[config.mk]
export PLATFORM = sky130hd
export DESIGN_NAME = alc_gain_loop
export DESIGN_NICKNAME = d
export VERILOG_FILES = /design/src/rtl/alc_pkg.sv /design/src/rtl/alc_peak_detect.sv /design/src/rtl/alc_gain_fsm.sv /design/src/rtl/alc_gain_loop.sv
export SDC_FILE = /design/constraint.sdc
export NUM_CORES = 1
export LEC_CHECK = 0
export BUFFER_PORTS_ARGS = -buffer_cell sky130_fd_sc_hd__buf_2
export CELL_PAD_IN_SITES_DETAIL_PLACEMENT = 0
export CELL_PAD_IN_SITES_GLOBAL_PLACEMENT = 1
export CORE_MARGIN = 2
export CORE_UTILIZATION = 45
export CTS_CLUSTER_SIZE = 20
export DETAILED_ROUTE_END_ITERATION = 7
export PLACE_DENSITY_LB_ADDON = 0.1
export SLEW_MARGIN = 0
export SYNTH_ARGS = -nofsm -noshare
export SYNTH_HDL_FRONTEND = slang
export SYNTH_SLANG_ARGS = --single-unit
[constraint.sdc]
create_clock -name clk -period 6.2 [get_ports clk]
set_clock_uncertainty 0.15 [all_clocks]
set_input_delay 0.62 -clock clk [delete_from_list [all_inputs] [get_ports clk]]
set_output_delay 0.62 -clock clk [all_outputs]
set_load 0.005 [all_outputs]
[src/rtl/alc_pkg.sv]
// Shared types and constants for the level control loop.
// Assumes a target code of 4 bits, 1.5 dB per step from -28.5 dBFS.
package alc_pkg;

    typedef enum logic [1:0] {
        ZONE_BAND  = 2'd0,
        ZONE_QUIET = 2'd1,
        ZONE_LOUD  = 2'd2
    } zone_e;

    // Target level as a fraction of full scale, Q15 (full scale = 32768).
    function automatic logic [15:0] target_q15(input logic [3:0] code);
        logic [15:0] v;
        case (code)
            4'd0:    v = 16'd1231;
            4'd1:    v = 16'd1464;
            4'd2:    v = 16'd1740;
            4'd3:    v = 16'd2067;
            4'd4:    v = 16'd2457;
            4'd5:    v = 16'd2920;
            4'd6:    v = 16'd3471;
            4'd7:    v = 16'd4125;
            4'd8:    v = 16'd4903;
            4'd9:    v = 16'd5827;
            4'd10:   v = 16'd6925;
            4'd11:   v = 16'd8231;
            4'd12:   v = 16'd9782;
            4'd13:   v = 16'd11626;
            4'd14:   v = 16'd13818;
            default: v = 16'd16422;
        endcase
        return v;
    endfunction

endpackage

[src/rtl/alc_peak_detect.sv]
// Peak classifier: finds the magnitude of each strobed sample and sorts the
// signal into loud, quiet or band zones. A single loud sample flags loud
// at once; quiet and band are decided only at the end of a PEAK_WIN window.
// Assumes the samples are two's complement and SAMPLE_W >= 8.
module alc_peak_detect
    import alc_pkg::*;
#(
    parameter int SAMPLE_W = 16,
    parameter int PEAK_WIN = 8,
    parameter int HYST_SH  = 3
) (
    input  logic                       clk,
    input  logic                       rst_n,
    input  logic                       en,
    input  logic                       smp_valid,
    input  logic signed [SAMPLE_W-1:0] smp_data,
    input  logic [3:0]                 cfg_target,
    output zone_e                      zone
);

    localparam int WIN_W = (PEAK_WIN > 1) ? $clog2(PEAK_WIN) : 1;

    logic [SAMPLE_W-1:0] mag;
    logic [SAMPLE_W-1:0] thr;
    logic [SAMPLE_W-1:0] thr_lo;
    logic [SAMPLE_W-1:0] peak_now;
    logic [SAMPLE_W-1:0] win_max;
    logic [WIN_W-1:0]    win_cnt;
    logic [15:0]         q15;

    // Sample magnitude; the most negative value maps to 2^(SAMPLE_W-1).
    assign mag = smp_data[SAMPLE_W-1] ? SAMPLE_W'(~smp_data + 1'b1) : SAMPLE_W'(smp_data);

    assign q15 = target_q15(cfg_target);

    // Scale the Q15 target fraction to the sample width.
    generate
        if (SAMPLE_W >= 16) begin : g_thr_wide
            assign thr = SAMPLE_W'(q15) << (SAMPLE_W - 16);
        end else begin : g_thr_narrow
            assign thr = SAMPLE_W'(q15 >> (16 - SAMPLE_W));
        end
    endgenerate

    // Lower edge of the hysteresis band.
    assign thr_lo = thr - (thr >> HYST_SH);

    // Running maximum including the current sample.
    assign peak_now = (mag > win_max) ? mag : win_max;

    // Window bookkeeping and zone decision.
    always_ff @(posedge clk) begin
        if (!rst_n || !en) begin
            win_cnt <= '0;
            win_max <= '0;
            zone    <= ZONE_BAND;
        end else if (smp_valid) begin
            if (win_cnt == WIN_W'(PEAK_WIN - 1)) begin
                win_cnt <= '0;
                win_max <= '0;
                if (peak_now > thr)
                    zone <= ZONE_LOUD;
                else if (peak_now < thr_lo)
                    zone <= ZONE_QUIET;
                else
                    zone <= ZONE_BAND;
            end else begin
                win_cnt <= win_cnt + 1'b1;
                win_max <= peak_now;
                if (mag > thr)
                    zone <= ZONE_LOUD;
            end
        end
    end

    // a sample above threshold makes the zone loud next cycle.
    a_r3_loud_flag: assert property (@(posedge clk) disable iff (!rst_n)
        (en && smp_valid && (mag > thr)) |=> (zone == ZONE_LOUD) || !en);

    // entering the quiet zone happens only at a window end.
    a_r4_quiet_at_window_end: assert property (@(posedge clk) disable iff (!rst_n)
        (en && (zone == ZONE_QUIET) && ($past(zone) != ZONE_QUIET))
            |-> ($past(win_cnt) == WIN_W'(PEAK_WIN - 1)) && $past(smp_valid));

endmodule

[src/rtl/alc_gain_fsm.sv]
// Gain update engine: counts ticks, applies the hold delay before raising
// the gain, steps the gain at the attack or decay interval and saturates
// at both rails. Assumes the zone input is registered.
module alc_gain_fsm
    import alc_pkg::*;
#(
    parameter int GAIN_W       = 6,
    parameter int TICK_DIV     = 256,
    parameter int HOLD_BASE    = 128,
    parameter int DEC_STEP_ALC = 20,
    parameter int ATK_STEP_ALC = 5,
    parameter int DEC_STEP_LIM = 4,
    parameter int ATK_STEP_LIM = 1
) (
    input  logic              clk,
    input  logic              rst_n,
    input  logic              en,
    input  zone_e             zone,
    input  logic [3:0]        cfg_hold,
    input  logic [3:0]        cfg_decay,
    input  logic [3:0]        cfg_attack,
    input  logic              cfg_limiter,
    input  logic [GAIN_W-1:0] cfg_manual_gain,
    output logic [GAIN_W-1:0] gain_q,
    output logic              busy
);

    localparam logic [GAIN_W-1:0] GMAX = {GAIN_W{1'b1}};
    localparam int PRE_W = (TICK_DIV > 1) ? $clog2(TICK_DIV) : 1;

    logic [PRE_W-1:0]  pre;
    logic              tick;
    logic [31:0]       hold_len, dec_int, atk_int;
    logic [31:0]       hold_cnt, step_cnt, hold_eff, step_eff;
    logic [31:0]       hold_n, step_n;
    logic [GAIN_W-1:0] gain_n;
    zone_e             last_zone;
    logic              zone_chg;

    assign tick     = (pre == PRE_W'(TICK_DIV - 1));
    assign hold_len = (cfg_hold == 4'd0) ? 32'd0 : (32'(HOLD_BASE) << (cfg_hold - 4'd1));
    assign dec_int  = (cfg_limiter ? 32'(DEC_STEP_LIM) : 32'(DEC_STEP_ALC)) << cfg_decay;
    assign atk_int  = (cfg_limiter ? 32'(ATK_STEP_LIM) : 32'(ATK_STEP_ALC)) << cfg_attack;

    // A zone change restarts both timers from zero in the same cycle.
    assign zone_chg = (zone != last_zone);
    assign hold_eff = zone_chg ? 32'd0 : hold_cnt;
    assign step_eff = zone_chg ? 32'd0 : step_cnt;

    // Next-state of timers and gain for one tick.
    always_comb begin
        hold_n = hold_eff;
        step_n = step_eff;
        gain_n = gain_q;
        if (zone == ZONE_BAND) begin
            hold_n = 32'd0;
            step_n = 32'd0;
        end else if (tick) begin
            if (zone == ZONE_LOUD) begin
                hold_n = 32'd0;
                if (step_eff == atk_int - 32'd1) begin
                    step_n = 32'd0;
                    if (gain_q != '0) gain_n = gain_q - GAIN_W'(1);
                end else begin
                    step_n = step_eff + 32'd1;
                end
            end else if (hold_eff < hold_len) begin
                hold_n = hold_eff + 32'd1;
            end else if (step_eff == dec_int - 32'd1) begin
                step_n = 32'd0;
                if (gain_q != GMAX) gain_n = gain_q + GAIN_W'(1);
            end else begin
                step_n = step_eff + 32'd1;
            end
        end
    end

    // State registers; disabled state tracks the manual gain.
    always_ff @(posedge clk) begin
        if (!rst_n || !en) begin
            pre       <= '0;
            hold_cnt  <= 32'd0;
            step_cnt  <= 32'd0;
            last_zone <= ZONE_BAND;
            gain_q    <= cfg_manual_gain;
        end else begin
            pre       <= tick ? '0 : pre + 1'b1;
            hold_cnt  <= hold_n;
            step_cnt  <= step_n;
            last_zone <= zone;
            gain_q    <= gain_n;
        end
    end

    // Ramp activity flag.
    always_comb begin
        busy = en && (((zone == ZONE_LOUD) && (gain_q != '0)) ||
                      ((zone == ZONE_QUIET) && (hold_eff >= hold_len) && (gain_q != GMAX)));
    end

    // at most one code step per cycle while enabled.
    a_r1_single_step: assert property (@(posedge clk) disable iff (!rst_n)
        (en && $past(en)) |-> ((gain_q == $past(gain_q)) ||
                               (gain_q == $past(gain_q) + GAIN_W'(1)) ||
                               (gain_q == $past(gain_q) - GAIN_W'(1))));

    // no wrap from the bottom rail.
    a_r9_no_wrap_low: assert property (@(posedge clk) disable iff (!rst_n)
        (en && $past(en) && ($past(gain_q) == '0)) |-> (gain_q != GMAX));

    // no wrap from the top rail.
    a_r9_no_wrap_high: assert property (@(posedge clk) disable iff (!rst_n)
        (en && $past(en) && ($past(gain_q) == GMAX)) |-> (gain_q != '0));

    // a loud zone never raises the gain.
    a_r5_loud_never_raises: assert property (@(posedge clk) disable iff (!rst_n)
        (en && $past(en) && ($past(zone) == ZONE_LOUD)) |-> (gain_q <= $past(gain_q)));

    // the band zone holds the gain.
    a_r11_band_holds: assert property (@(posedge clk) disable iff (!rst_n)
        (en && $past(en) && ($past(zone) == ZONE_BAND)) |-> (gain_q == $past(gain_q)));

    // the loop starts from the manual gain when enabled.
    a_r2_start_manual: assert property (@(posedge clk) disable iff (!rst_n)
        $rose(en) |-> (gain_q == $past(cfg_manual_gain)));

endmodule

[src/rtl/alc_gain_loop.sv]
// Top of the automatic level control loop: peak classifier feeding the gain
// engine, with a manual bypass while disabled. Assumes one sample per strobe.
module alc_gain_loop #(
    parameter int SAMPLE_W     = 16,
    parameter int GAIN_W       = 6,
    parameter int PEAK_WIN     = 8,
    parameter int HYST_SH      = 3,
    parameter int TICK_DIV     = 256,
    parameter int HOLD_BASE    = 128,
    parameter int DEC_STEP_ALC = 20,
    parameter int ATK_STEP_ALC = 5,
    parameter int DEC_STEP_LIM = 4,
    parameter int ATK_STEP_LIM = 1
) (
    input  logic                       clk,
    input  logic                       rst_n,
    input  logic                       en,
    input  logic                       smp_valid,
    input  logic signed [SAMPLE_W-1:0] smp_data,
    input  logic [3:0]                 cfg_target,
    input  logic [3:0]                 cfg_hold,
    input  logic [3:0]                 cfg_decay,
    input  logic [3:0]                 cfg_attack,
    input  logic                       cfg_limiter,
    input  logic [GAIN_W-1:0]          cfg_manual_gain,
    output logic [GAIN_W-1:0]          gain_code,
    output logic                       gain_busy
);

    alc_pkg::zone_e    zone;
    logic [GAIN_W-1:0] gain_q;

    alc_peak_detect #(
        .SAMPLE_W (SAMPLE_W),
        .PEAK_WIN (PEAK_WIN),
        .HYST_SH  (HYST_SH)
    ) u_peak (
        .clk        (clk),
        .rst_n      (rst_n),
        .en         (en),
        .smp_valid  (smp_valid),
        .smp_data   (smp_data),
        .cfg_target (cfg_target),
        .zone       (zone)
    );

    alc_gain_fsm #(
        .GAIN_W       (GAIN_W),
        .TICK_DIV     (TICK_DIV),
        .HOLD_BASE    (HOLD_BASE),
        .DEC_STEP_ALC (DEC_STEP_ALC),
        .ATK_STEP_ALC (ATK_STEP_ALC),
        .DEC_STEP_LIM (DEC_STEP_LIM),
        .ATK_STEP_LIM (ATK_STEP_LIM)
    ) u_fsm (
        .clk             (clk),
        .rst_n           (rst_n),
        .en              (en),
        .zone            (zone),
        .cfg_hold        (cfg_hold),
        .cfg_decay       (cfg_decay),
        .cfg_attack      (cfg_attack),
        .cfg_limiter     (cfg_limiter),
        .cfg_manual_gain (cfg_manual_gain),
        .gain_q          (gain_q),
        .busy            (gain_busy)
    );

    // Manual bypass while the loop is off.
    assign gain_code = en ? gain_q : cfg_manual_gain;

endmodule

Yosys cells after proc, flatten, opt, wreduce, memory -nomap -nowiden
Memories as Yosys holds them, arrays and structs flattened.
Cells that the tools add are included.
{"block": "word_totals", "mem_bits_ro": 240, "elab_cells": 92, "out_inout_bits": 7, "mem_count": 1, "ff_bits": 101}
{"block": "op_classes", "n_lt_le_gt_ge": 6, "bitwise": 1, "n_reduce_logical": 19, "shift": 3, "n_eq_ne": 12, "addsub": 11, "muxes": 31}
{"name": "(name not given)", "depth": 16, "width": 15, "read_ports": 1, "rd_clocked_by_memory_dff": 0, "wr": 0, "line_no": "alc_pkg.sv:14", "rtl": "case (code)"}
{"operator": "two-way mux 32 bit", "n": 11}
{"operator": "adder 32 x 1 -> 32 bit (second input constant)", "n": 2}
{"operator": "equality test 32 bit", "n": 2}
{"operator": "left shift 32 x 4 -> 32 bit", "n": 2}
{"operator": "subtractor 32 x 1 -> 32 bit (second input constant)", "n": 2}
{"operator": "two-way mux 6 bit", "n": 10}
{"operator": "greater-than comparator 16 bit", "n": 3}
{"operator": "two-way mux 16 bit", "n": 3}
{"operator": ">= comparator 32 bit", "n": 1}
{"operator": "< comparator 32 bit", "n": 1}
{"operator": "left shift 8 x 4 -> 32 bit (first input constant)", "n": 1}
{"operator": "adder 16 x 1 -> 16 bit (second input constant)", "n": 1}
{"operator": "< comparator 16 bit", "n": 1}
{"operator": "inverter 16 bit", "n": 1}
{"operator": "subtractor 16 x 13 -> 16 bit", "n": 1}
{"operator": "adder 8 x 1 -> 8 bit (second input constant)", "n": 1}
{"operator": "equality test 8 bit (second input constant)", "n": 1}
{"operator": "AND reduction 7 bit", "n": 1}
{"operator": "adder 6 x 1 -> 6 bit (second input constant)", "n": 1}
{"operator": "two-way mux 2 bit", "n": 3}
{"operator": "two-way mux 3 bit", "n": 2}
{"operator": "inequality test 3 bit (second input constant)", "n": 2}
{"operator": "inequality test 6 bit (second input constant)", "n": 1}
{"operator": "nonzero test 3 bit", "n": 2}
{"operator": "20 further kinds", "n": 27}

Depth between registers and ports, before layout
{"block": "depth", "word_depth": 10, "ltp_mapped": 26}

By module
From an unflattened synthesis, not the netlist that was laid out.
{"block": "hier_totals", "cells_unflattened": 1469, "hier_area_um2": 10760.3}
{"mod": "alc_gain_fsm", "seq_area_each_um2": 1661.6, "area_each_um2": 7070.5, "n_inst": 1, "cells_per_inst": 991}
{"mod": "alc_peak_detect", "seq_area_each_um2": 420.4, "area_each_um2": 3588.4, "n_inst": 1, "cells_per_inst": 471}
{"mod": "alc_gain_loop", "seq_area_each_um2": 0.0, "area_each_um2": 101.3, "n_inst": 1, "cells_per_inst": 7}

Worst setup path after synthesis
Ideal clock, no wire load.
{"block": "synth_timing", "kind": "input to register", "startpoint": "in smp_data[4]", "endpoint": "reg u_peak.zone[0]", "n_path_buf": 2, "stages": 24, "arrival_time_ns": 5.445, "slack_ns": 0.512, "cell_sequence": "or3_1 -> nor3_1 -> nand3_1 -> o31ai_1 -> xnor2_1 -> ha_1 -> nand4_1 -> or2_2 -> o311a_1 -> nor2_1 -> clkbuf_1 -> clkbuf_1 -> nand2_1 -> o21ai_0 -> ha_1 -> a21o_1 -> a21o_1 -> a21oi_1 -> o21ai_0 -> a21o_1 -> a21o_1 -> a211oi_1 -> o2111ai_1 -> o32ai_1"}
{"block": "synth_via", "elab_chain_cells": 9}
{"item": "start, declared", "line_no": "alc_gain_loop.sv:19", "rtl": "input logic signed [SAMPLE_W-1:0] smp_data,"}
{"item": "inverter 16 bit", "line_no": "alc_peak_detect.sv:32", "rtl": "assign mag = smp_data[SAMPLE_W-1] ? SAMPLE_W'(~smp_data + 1'b1) : SAMPLE_W'(smp_data);"}
{"item": "adder 16 x 1 -> 16 bit", "line_no": "alc_peak_detect.sv:32"}
{"item": "two-way mux 16 bit *", "line_no": "alc_peak_detect.sv:32"}
{"item": "greater-than comparator 16 bit", "line_no": "alc_peak_detect.sv:49", "rtl": "assign peak_now = (mag > win_max) ? mag : win_max;"}
{"item": "two-way mux 16 bit", "line_no": "alc_peak_detect.sv:49"}
{"item": "< comparator 16 bit", "line_no": "alc_peak_detect.sv:63", "rtl": "else if (peak_now < thr_lo)"}
{"item": "two-way mux 1 bit", "line_no": "alc_peak_detect.sv:63"}
{"item": "two-way mux 2 bit", "line_no": "alc_peak_detect.sv:61", "rtl": "if (peak_now > thr)"}
{"item": "two-way mux 2 bit", "line_no": "alc_peak_detect.sv:58", "rtl": "if (win_cnt == WIN_W'(PEAK_WIN - 1)) begin"}
{"item": "end signal, assigned", "line_no": "alc_peak_detect.sv:62", "rtl": "zone <= ZONE_LOUD;"}
{"item": "end signal, assigned", "line_no": "alc_peak_detect.sv:64", "rtl": "zone <= ZONE_QUIET;"}
{"item": "end signal, assigned", "line_no": "alc_peak_detect.sv:66", "rtl": "zone <= ZONE_BAND;"}
{"item": "end, declared", "line_no": "alc_peak_detect.sv:18", "rtl": "output zone_e zone"}
Every way passes the cells marked *; elsewhere a longest branch is shown, timed or not.
A chain may end at the register's enable or synchronous reset.

Final worst setup path
Ends and elaborated chain as after synthesis.

==> metrics.yaml <==
syn_avg_cell_area_um2: 7.43
layout-drive-gt1-share: 0.0833
post-route-min-period_ns: 5.53
core_area_um2: 22600
postRouteAntennaNets: 0
r2r_end: "u_fsm.step_cnt[12]"
post_dp_cell_area_um2: 10800
io_buffers: 49
start_util: 0.458
numCtsBuffers: 9
rr_worst_depth: 11
cp.depth: 25
insertion_delay_ns: 0.35
synth_seq_cells: 101
slowest_stage: "or3_1"
vias_per_cell: 5.95
vdd_drop_max_uv: 152
cts-root-buf: "clkbuf_16"
cp-end-kind: "flop"
die_h_um: 156
grt.overflow.total: 0
leakagePower_nw: 4.49
required_ns: 6.30
cts_resized: 0
ios: 50
ys_async_sr_fraction: 0
critPathKind: "in -> reg"
rrSetupSlack_ns: 1.57
grt_pass1_vias: 9367
hold_path.class: "reg -> reg"
seq_area_um2: 2080
crit_buf_inv: 2
post-cts-setup-buffers: 0
nNetsFinal: 1543
clkSlewWorstSetupHoldPaths_ns: 0.07
crit_arrival_ns: 5.63
cp_top_family: "compound AO/OA/AOI/OAI gates"
die_area_um2: 24300
rsz0062_at_grt: "false"
grt_pass1_wl_um: 49700
synthFlopType: "dfxtp_1"
ys_types: 86
timing.max_cap.violations: 0
ys_seq_area_frac: 0.201
worstHoldPathCells: 1
syn2layout_area_growth_pct: 6.92
grt_antenna_before_repair: 1
drt_iter0_markers: 688
p_per_area_nw_per_um2: 180
cts_sinks: 101
dp_hpwl_um: 22900
outcome: "finished, final reports clean"
drc: 0
design_area_um2: 11100
slew_headroom: 0.214
hold_violations: 0
synth_edf_count: 6
setup_viol: 0
multiInputGateArea_um2: 7730
drv_slew: 0
rows: 55
die_x_um: 156
rr_startpoint: "u_peak.zone[1]"
h-tree-depth: 3
antenna_cells: 0
critical_path.max_stage_delay_ns: 0.42
num_vias: 9987
crit_top_cell: "o21ai_0"
dr.pass1.iters: 5
grt_max_degree: 36
startpoint: "smp_data[4]"
gp_congestion: 0.866
synthesis.nets: 1552
fmax_ghz: 0.181
grtUsageTotal: 0.253
synthCells: 1397
cts_tree: "built"
netlist_area_um2: 10400
wirelength_um: 30200
path_max_fanout: 31
wl_per_cell_um: 18.0
hold_buffers: 0
holdCritStartpoint: "u_fsm.hold_cnt[29]"
cp-start-kind: "input port"
nFillCells: 2330
cts.path.max_buffers: 2
ys_warn_count: 0
worstMarginPinSlew_ns: 1.18
holdPathEnd: "u_fsm.hold_cnt[29]"
fin_setup_tns_ns: 0
period_share: 0.891
how the worst max path moves through the flow:
stage / to / slack [ns]
after global placement: u_peak.zone[0] / 0.25
final: u_peak.zone[0] / 0.67
after floorplan: u_peak.zone[0] / 0.51
after global routing: u_peak.zone[0] / 0.14
after CTS: u_peak.zone[0] / 0.56
after detailed placement: u_peak.zone[0] / 0.22
power breakdown:
part           internal [W]  total, W  switching [W]
Sequential         0.000666  0.000675     0.00000854
Combinational      0.000279  0.000692       0.000414
Clock              0.000375  0.000624       0.000249
logic make-up after synthesis:
kind of cell / count (synthesis) / share of synthesized area
adders and majority gates: 113 / 0.137
xor gates and xnor gates: 69 / 0.0603
muxes: 19 / 0.0193
DFF: 101 / 0.201
AOI/OAI and AO/OA: 371 / 0.239
buffers and inverters: 148 / 0.0557
and+or+nand+nor: 576 / 0.288
routing by layer:
metal  GRT usage  wire, µm  vias up
met5           0        15        -
li1            -         -     5098
met3      0.0322       926       49
met4      0.0625       601        2
met1       0.326     13800     4673
met2       0.446     14900      165
flip-flops by register name, summed over array words and instances (netlist names):
signal	count
u_fsm.hold_cnt	32
u_fsm.step_cnt	32
u_peak.win_max	16
u_fsm.pre	8
u_fsm.gain_q	6
u_peak.win_cnt	3
u_fsm.last_zone	2
u_peak.zone	2
worst reg2reg max path, stage by stage, from the launching register on:
cell and delay [ns]:
dfxtp_1 0.42, xnor2_2 0.70, nand2_1 0.55, buf_4 0.38
a31oi_1 0.20, a32oi_1 0.12, nor4_1 0.76, a31oi_4 0.29
nand3_1 0.18, nand2_1 0.36, a32oi_1 0.29, o21ai_0 0.12
cell usage after synthesis, types with 9 or more instances:
| cell | n | area [µm²] |
|---|---|---|
| nand2_1 | 132 | 495 |
| nor2_1 | 127 | 477 |
| ha_1 | 110 | 1380 |
| dfxtp_1 | 95 | 1900 |
| o21ai_0 | 95 | 475 |
| a21oi_1 | 74 | 370 |
| inv_1 | 66 | 248 |
| clkbuf_1 | 62 | 233 |
| nand3_1 | 59 | 295 |
| xnor2_1 | 40 | 350 |
| and3_1 | 39 | 244 |
| nand4_1 | 36 | 225 |
| a21o_1 | 30 | 225 |
| xor2_1 | 27 | 236 |
| nor3_1 | 26 | 130 |
| a31oi_1 | 23 | 144 |
| nor2b_1 | 20 | 125 |
| and2_1 | 19 | 119 |
| nand2b_1 | 18 | 113 |
| nor4_1 | 17 | 106 |
| or3_1 | 17 | 106 |
| o21a_1 | 16 | 120 |
| a2bb2oi_1 | 15 | 131 |
| or2_2 | 14 | 87.6 |
| buf_2 | 12 | 60.1 |
| o31ai_1 | 12 | 90.1 |
| mux2i_1 | 11 | 110 |
| nand3b_1 | 11 | 82.6 |
| a41oi_1 | 9 | 78.8 |
| o2111ai_1 | 9 | 78.8 |
cell type report:
cell class	count	share of cell area
Sequential cell	101	0.188
Clock inverter	4	0.00632
Inverter	67	0.0227
Clock buffer	12	0.0231
Multi-Input combinational cell	1148	0.697
Tap cell	285	0.0321
Timing Repair Buffer	61	0.0314
metrics by stage:
step | cells | util | setup slack, ns | total power, W | hold WS, ns
after floorplan | 1397 | - | 0.512 | 0.00120 | 0.280
after global placement | 1662 | 0.475 | 0.248 | 0.00137 | 0.293
after CTS | 1678 | 0.490 | 0.560 | 0.00201 | 0.314
after detailed placement | 1662 | 0.475 | 0.218 | 0.00138 | 0.296
final | 1678 | 0.490 | 0.675 | 0.00199 | 0.310
after global routing | 1678 | 0.490 | 0.143 | 0.00213 | 0.337
cells in the final DEF (no fill, tap or decap), types with 20 or more instances in the layout:
cell type	instances
xnor2_1	39
nand4_1	36
a21o_1	30
a21oi_1	74
nor2b_1	20
inv_1	66
and3_1	39
ha_1	110
buf_2	49
a31oi_1	23
nand2_1	132
nor3_1	25
o21ai_0	95
dfxtp_1	95
nor2_1	127
nand3_1	59
xor2_1	27
(Power assumes the default switching activity.)
